## config.mk

```make
export PLATFORM = sky130hd
export DESIGN_NAME = gpio_edge_ctrl
export DESIGN_NICKNAME = d
export VERILOG_FILES = /design/src/rtl/gpio_edge_pkg.sv /design/src/rtl/gpio_sync.sv /design/src/rtl/gpio_out_reg.sv /design/src/rtl/gpio_edge_irq.sv /design/src/rtl/gpio_edge_ctrl.sv
export SDC_FILE = /design/constraint.sdc
export NUM_CORES = 1
export LEC_CHECK = 0
export ABC_AREA = 1
export BUFFER_PORTS_ARGS = -buffer_cell sky130_fd_sc_hd__buf_2
export CORE_ASPECT_RATIO = 2
export CORE_MARGIN = 1.5
export CORE_UTILIZATION = 59
export DETAILED_ROUTE_END_ITERATION = 10
export PLACE_DENSITY_LB_ADDON = 0.25
export SLEW_MARGIN = 15
export SYNTH_ARGS = -nofsm -noshare
export SYNTH_HDL_FRONTEND = slang
export SYNTH_SLANG_ARGS = --single-unit
```

## constraint.sdc

```tcl
create_clock -name clk_i -period 6.47 [get_ports clk_i]
set_clock_uncertainty 0.05 [all_clocks]
set_input_delay 1.6175 -clock clk_i [delete_from_list [all_inputs] [get_ports clk_i]]
set_output_delay 1.6175 -clock clk_i [all_outputs]
set_load 0.005 [all_outputs]
```

## src/rtl/gpio_edge_pkg.sv

```systemverilog
package gpio_edge_pkg;
  localparam logic [7:0] OFS_STAT = 8'h00;
  localparam logic [7:0] OFS_KIND = 8'h04;
  localparam logic [7:0] OFS_RISE = 8'h08;
  localparam logic [7:0] OFS_FALL = 8'h0C;

  // word index inside the data-side block
  localparam int IDX_DATA = 0;
  localparam int IDX_DIR  = 1;
  localparam int IDX_POL  = 2;
  localparam int IDX_SET  = 3;
  localparam int IDX_CLR  = 4;
  localparam int IDX_TOG  = 5;

  function automatic logic [7:0] blk_addr(input bit gap, input int idx);
    logic [7:0] base;
    base = gap ? 8'h20 : 8'h10;
    return base + 8'(idx * 4);
  endfunction
endpackage

```

## src/rtl/gpio_sync.sv

```systemverilog
module gpio_sync #(
  parameter int W = 1
) (
  input  logic         clk_i,
  input  logic         rst_ni,
  input  logic [W-1:0] d_i,
  output logic [W-1:0] q_o
);
  logic [W-1:0] s1_q, s2_q;

  always_ff @(posedge clk_i or negedge rst_ni) begin
    if (!rst_ni) begin
      s1_q <= '0;
      s2_q <= '0;
    end else begin
      s1_q <= d_i;
      s2_q <= s1_q;
    end
  end

  assign q_o = s2_q;
endmodule

```

## src/rtl/gpio_out_reg.sv

```systemverilog
module gpio_out_reg #(
  parameter int W = 32
) (
  input  logic         clk_i,
  input  logic         rst_ni,
  input  logic         ld_i,
  input  logic         set_i,
  input  logic         clr_i,
  input  logic         tog_i,
  input  logic [W-1:0] wd_i,
  output logic [W-1:0] out_o
);
  logic [W-1:0] out_q;

  always_ff @(posedge clk_i or negedge rst_ni) begin
    if (!rst_ni)    out_q <= '0;
    else if (ld_i)  out_q <= wd_i;
    else if (set_i) out_q <= out_q | wd_i;
    else if (clr_i) out_q <= out_q & ~wd_i;
    else if (tog_i) out_q <= out_q ^ wd_i;
  end

  assign out_o = out_q;
endmodule

```

## src/rtl/gpio_edge_irq.sv

```systemverilog
module gpio_edge_irq #(
  parameter int W = 32
) (
  input  logic         clk_i,
  input  logic         rst_ni,
  input  logic [W-1:0] lvl_i,
  input  logic [W-1:0] rise_en_i,
  input  logic [W-1:0] fall_en_i,
  input  logic [W-1:0] clr_i,
  output logic [W-1:0] stat_o,
  output logic [W-1:0] kind_o,
  output logic [W-1:0] hit_o
);
  logic [W-1:0] prev_q, stat_q, kind_q;
  logic [W-1:0] rise, fall, hit;

  assign rise = lvl_i & ~prev_q;
  assign fall = ~lvl_i & prev_q;
  assign hit  = (rise & rise_en_i) | (fall & fall_en_i);

  always_ff @(posedge clk_i or negedge rst_ni) begin
    if (!rst_ni) begin
      prev_q <= '0;
      stat_q <= '0;
      kind_q <= '0;
    end else begin
      prev_q <= lvl_i;
      // a new edge overrides a same-cycle clear
      stat_q <= (stat_q & ~clr_i) | hit;
      kind_q <= (kind_q & ~hit) | (rise & hit);
    end
  end

  assign stat_o = stat_q;
  assign kind_o = kind_q;
  assign hit_o  = hit;
endmodule

```

## src/rtl/gpio_edge_ctrl.sv

```systemverilog
module gpio_edge_ctrl
  import gpio_edge_pkg::*;
#(
  parameter int NUM_PINS = 32,
  parameter bit REG_GAP  = 1'b0,
  parameter int ADDR_W   = 8
) (
  input  logic              clk_i,
  input  logic              rst_ni,
  input  logic [ADDR_W-1:0] addr_i,
  input  logic              we_i,
  input  logic [31:0]       wdata_i,
  output logic [31:0]       rdata_o,
  input  logic [NUM_PINS-1:0] pin_i,
  output logic [NUM_PINS-1:0] pin_o,
  output logic [NUM_PINS-1:0] pin_oe_o,
  output logic              irq_o
);
  localparam int NP = NUM_PINS;
  localparam logic [ADDR_W-1:0] A_STAT = ADDR_W'(OFS_STAT);
  localparam logic [ADDR_W-1:0] A_KIND = ADDR_W'(OFS_KIND);
  localparam logic [ADDR_W-1:0] A_RISE = ADDR_W'(OFS_RISE);
  localparam logic [ADDR_W-1:0] A_FALL = ADDR_W'(OFS_FALL);
  localparam logic [ADDR_W-1:0] A_DATA = ADDR_W'(blk_addr(REG_GAP, IDX_DATA));
  localparam logic [ADDR_W-1:0] A_DIR  = ADDR_W'(blk_addr(REG_GAP, IDX_DIR));
  localparam logic [ADDR_W-1:0] A_POL  = ADDR_W'(blk_addr(REG_GAP, IDX_POL));
  localparam logic [ADDR_W-1:0] A_SET  = ADDR_W'(blk_addr(REG_GAP, IDX_SET));
  localparam logic [ADDR_W-1:0] A_CLR  = ADDR_W'(blk_addr(REG_GAP, IDX_CLR));
  localparam logic [ADDR_W-1:0] A_TOG  = ADDR_W'(blk_addr(REG_GAP, IDX_TOG));

  logic [NP-1:0] wd;
  logic [NP-1:0] dir_q, pol_q, rise_en_q, fall_en_q;
  logic [NP-1:0] sync_lvl, lvl, out_q, stat_q, kind_q, hit, stat_clr;
  logic [NP-1:0] rd_np;

  assign wd = wdata_i[NP-1:0];

  always_ff @(posedge clk_i or negedge rst_ni) begin
    if (!rst_ni) begin
      dir_q     <= '0;
      pol_q     <= '0;
      rise_en_q <= '0;
      fall_en_q <= '0;
    end else if (we_i) begin
      if (addr_i == A_DIR)  dir_q     <= wd;
      if (addr_i == A_POL)  pol_q     <= wd;
      if (addr_i == A_RISE) rise_en_q <= wd;
      if (addr_i == A_FALL) fall_en_q <= wd;
    end
  end

  gpio_sync #(.W(NP)) i_sync (
    .clk_i (clk_i),
    .rst_ni(rst_ni),
    .d_i   (pin_i),
    .q_o   (sync_lvl)
  );

  assign lvl = sync_lvl ^ pol_q;

  gpio_out_reg #(.W(NP)) i_out (
    .clk_i (clk_i),
    .rst_ni(rst_ni),
    .ld_i  (we_i && addr_i == A_DATA),
    .set_i (we_i && addr_i == A_SET),
    .clr_i (we_i && addr_i == A_CLR),
    .tog_i (we_i && addr_i == A_TOG),
    .wd_i  (wd),
    .out_o (out_q)
  );

  assign stat_clr = (we_i && addr_i == A_STAT) ? wd : '0;

  gpio_edge_irq #(.W(NP)) i_irq (
    .clk_i    (clk_i),
    .rst_ni   (rst_ni),
    .lvl_i    (lvl),
    .rise_en_i(rise_en_q),
    .fall_en_i(fall_en_q),
    .clr_i    (stat_clr),
    .stat_o   (stat_q),
    .kind_o   (kind_q),
    .hit_o    (hit)
  );

  always_comb begin
    rd_np = '0;
    case (addr_i)
      A_STAT: rd_np = stat_q;
      A_KIND: rd_np = kind_q;
      A_RISE: rd_np = rise_en_q;
      A_FALL: rd_np = fall_en_q;
      A_DATA: rd_np = (dir_q & out_q) | (~dir_q & lvl);
      A_DIR:  rd_np = dir_q;
      A_POL:  rd_np = pol_q;
      default: rd_np = '0;
    endcase
  end

  generate
    if (NP < 32) begin : g_pad
      assign rdata_o = {{(32-NP){1'b0}}, rd_np};
    end else begin : g_full
      assign rdata_o = rd_np;
    end
  endgenerate

  assign pin_o    = out_q ^ pol_q;
  assign pin_oe_o = dir_q;
  assign irq_o    = |stat_q;
endmodule

```

==> reports/qor.csv <==
stage,metric,value,unit
sta,f_max,188,MHz
min_path,min-delay worst type,reg2reg,
synthesis,Post-Synth Simple-Gate Area,0.214,
routing,DRC violations left,0,
power,Final Power,4700,uW
critical_path,Critical Path AT,3640,ps
synthesis,number of synthesized register bits,320,
clock_tree,Post-CTS Setup Inserts,0,
global_routing,antenna violations before repair,0,
synthesis,yosys warns,0,
floorplanning,Initial Util,0.597,
synthesis,post-synth top area cell,dfrtp_1,
critical_path,CP dominant cell by count,nand2_1,
cells_and_area,filler cell count,2282,
synthesis,Netlist cell types,33,
sta,final setup fails,0,
cells_and_area,Area Growth Syn to Fin,13.1,%
global_routing,number of global-route vias before repair,14100,
floorplanning,die area,28200,um^2
critical_path,Critical Path Fanout Max,16,
routing,routed wire length,46300,um
critical_path,"critical path, cell by cell","buf_2, nor2_2, nand2_1, nor2_4, buf_4, nand2_2, inv_2, buf_4, nand2_1, nand2_1, a21oi_1, nand2_1, buf_2",
placement,Final HPWL DP,29600,um
routing,drt initial violations,1104,
placement,Placed Area,17100,um^2
cells_and_area,layout cell share with drive strength beyond 1,0.136,
cells_and_area,Total Nets Final,2216,
global_routing,gr ovfl total,0,
synthesis,multiplexer share of the synthesized area,0,
global_routing,largest net degree at the start of global routing,168,
sta,final period utilization,0.821,
placement,Placer Congestion,0.885,
sta,relative slew slack,0.322,
sta,post-layout min period,5310,ps
critical_path,CP Class,in2out,
synthesis,number of enable flip-flop cells after synthesis,0,
power,static leakage,0.00935,uW
outcome,status,"finished, final reports clean",
clock_tree,# H-tree levels,1,
critical_path,Buf/Inv on CP,5,
sta,Final Hold Vio Count,0,
sta,Final Max Slew Viols,0,
clock_tree,CTS Hold Bufs,0,
synthesis,Synth async-reset ratio,1.00,
floorplanning,Rows,85,
critical_path,Critical Path RT,4800,ps
sta,RSZ-0062 raised after global routing,false,
routing,antenna-violating nets left,0,
routing,via/cell ratio,5.72,
global_routing,Total Routing Usage GR,0.331,
synthesis,Syn Area/Cell,8.31,um^2
power,Pwr per Cell Area,260,nW/um^2
floorplanning,Die X,119,um
clock_tree,CTS buffer count,29,
clock_tree,Root Driver,clkbuf_16,
synthesis,Post-Synthesis Cells,1927,
synthesis,XOR/XNOR share of the synthesized area,0.0350,
synthesis,prevailing post-synth register cell,dfrtp_1,
floorplanning,Core Region,26800,um^2
cells_and_area,diodes inserted,0,
synthesis,Post-Synth Adder-Cell Area,0.0500,
floorplanning,DIE HEIGHT,236,um
synthesis,Compound-Gate Fraction of Synth Area,0.111,
critical_path,Critical Path Max Stage Delay,390,ps
synthesis,largest cells by area after synthesis,"dfrtp_1 50%, nand2_1 10%, o21ai_0 6.9%",
clock_tree,maximum root-to-sink buffer count,3,
synthesis,share of Yosys cell area claimed by the top area cell type,0.500,
routing,Pre-Repair DR Iteration Count,8,
synthesis,largest family of logic cells by synthesized area,simple AND/OR/NAND/NOR gates,
routing,vias,14000,
critical_path,CP startpoint kind,primary input,
cells_and_area,Final Util,0.676,
clock_tree,CTS tree,yes,
synthesis,post-synthesis sequential area ratio,0.500,
critical_path,crit path capture type,output port,
synthesis,Syn Nets,2066,
sta,Final TNS setup,0,ps
placement,Port Buf Inserts,171,
power,IR Drop Worst-Case VDD,229,uV
sta,Tightest Pin Transition,1020,ps
floorplanning,IO Pins,172,
synthesis,synthesized area,16000,um^2
job,MaxCap Viol Count,0,
critical_path,family with the most delay on the worst path,buffers and inverters,
clock_tree,"Clk Latency, worst-skew pair",580,ps
clock_tree,post_cts resized,0,
cells_and_area,final instance area,18100,um^2
routing,wire length per cell,18.9,um
critical_path,slowest CP cell,buf_4,
clock_tree,CTS sink cnt,320,
global_routing,first-pass GRT wire length,72800,um
clock_tree,clk slew on worst S/H paths,60,ps
==> per-stage QoR <==
step	hold WS [ps]	setup slack, ps	std cells
6_report	293	1160	2447
5_1_grt	304	1090	2447
4_1_cts	295	1200	2447
3_5_place_dp	285	1230	2394
3_3_place_gp	282	1270	2394
2_1_floorplan	281	2120	1927
==> state kept, by name (all words and copies together), names as in the netlist, named ones only <==
signal	flops
i_sync.s1_q	32
i_out.out_o	32
i_irq.prev_q	32
pin_oe_o	32
i_irq.stat_o	32
pol_q	32
i_sync.q_o	32
rise_en_q	32
fall_en_q	32
==> cells in the mapped netlist (8+ instances only) <==
library cell and instances:
o21ai_1 35, inv_1 279, nor3_1 31, dfrtp_1 320
inv_2 8, ha_1 64, a21oi_1 63, xor2_1 64
or2_2 20, o22ai_1 18, nand2_1 436, buf_2 34
o21ai_0 221, nand3b_1 32, nand3_1 150, nor2_1 69
clkbuf_1 32
==> layout by cell type, fill, tap and decap left out, drive strengths merged <==
master / instances
a211oi: 2
a21o: 1
a21oi: 63
and3: 1
buf: 192
bufinv: 2
clkbuf: 47
clkinv: 3
dfrtp: 320
ha: 64
inv: 288
nand2: 445
nand3: 154
nand3b: 32
nand4: 5
nor2: 74
nor3: 31
nor4: 7
o211ai: 4
o21ai: 256
o21bai: 2
o22ai: 18
or2: 24
xor2: 64
==> worst paths after layout <==
path                                              from                           to  slack [ps]  depth (start not counted)
hold / removal               i_sync.s1_q[22]$_DFF_PN0_     i_sync.q_o[22]$_DFF_PN0_         290                          0
max in group asynchronous                       rst_ni     i_sync.q_o[26]$_DFF_PN0_        4090                          2
hold reg to reg              i_sync.s1_q[22]$_DFF_PN0_     i_sync.q_o[22]$_DFF_PN0_         290                          0
setup / recovery                             addr_i[7]                   rdata_o[8]        1160                         13
min in group asynchronous                       rst_ni     i_sync.s1_q[7]$_DFF_PN0_         930                          1
setup reg to reg           i_out.out_o[26]$_DFFE_PN0P_  i_out.out_o[26]$_DFFE_PN0P_        5030                          8
==> power breakdown <==
group	switching, uW	leakage (uW)	total (uW)	internal [uW]
clock network	763	0.000477	1770	1010
registers	128	0.00401	2310	2180
logic	381	0.00486	617	236
==> logic make-up after synthesis <==
logic type | after synthesis
compound gates | 346
simple gates | 773
flops | 320
buf+inv | 360
xor+xnor | 64
fa+ha+maj | 64
==> worst reg2reg max path: stages (launching register included) <==
cell and delay (ps):
dfrtp_1 450, inv_1 120, ha_1 290, inv_1 60, nand2_1 60, nand3_1 110
nand3_1 80, nand2_1 80, nand2_1 50
==> metal layers <==
metal  vias to the layer above  part of all wire  GRT usage
met3                       176             0.068     0.0455
met2                       591              0.50      0.569
met4                         0             0.063      0.204
met5                         -                 0          0
li1                       6433                 -          -
met1                      6792              0.37      0.388
==> area by class of cell <==
class	count	area (um^2)	share of cell area
clock buffer	47	883	0.0488
timing repair buffer	192	1040	0.0572
multi-input combinational	1247	6580	0.364
inverter	287	1080	0.0595
clock inverter	6	83.8	0.00463
tap	348	435	0.0240
sequential	320	8010	0.442
(Power assumes the default switching activity.)
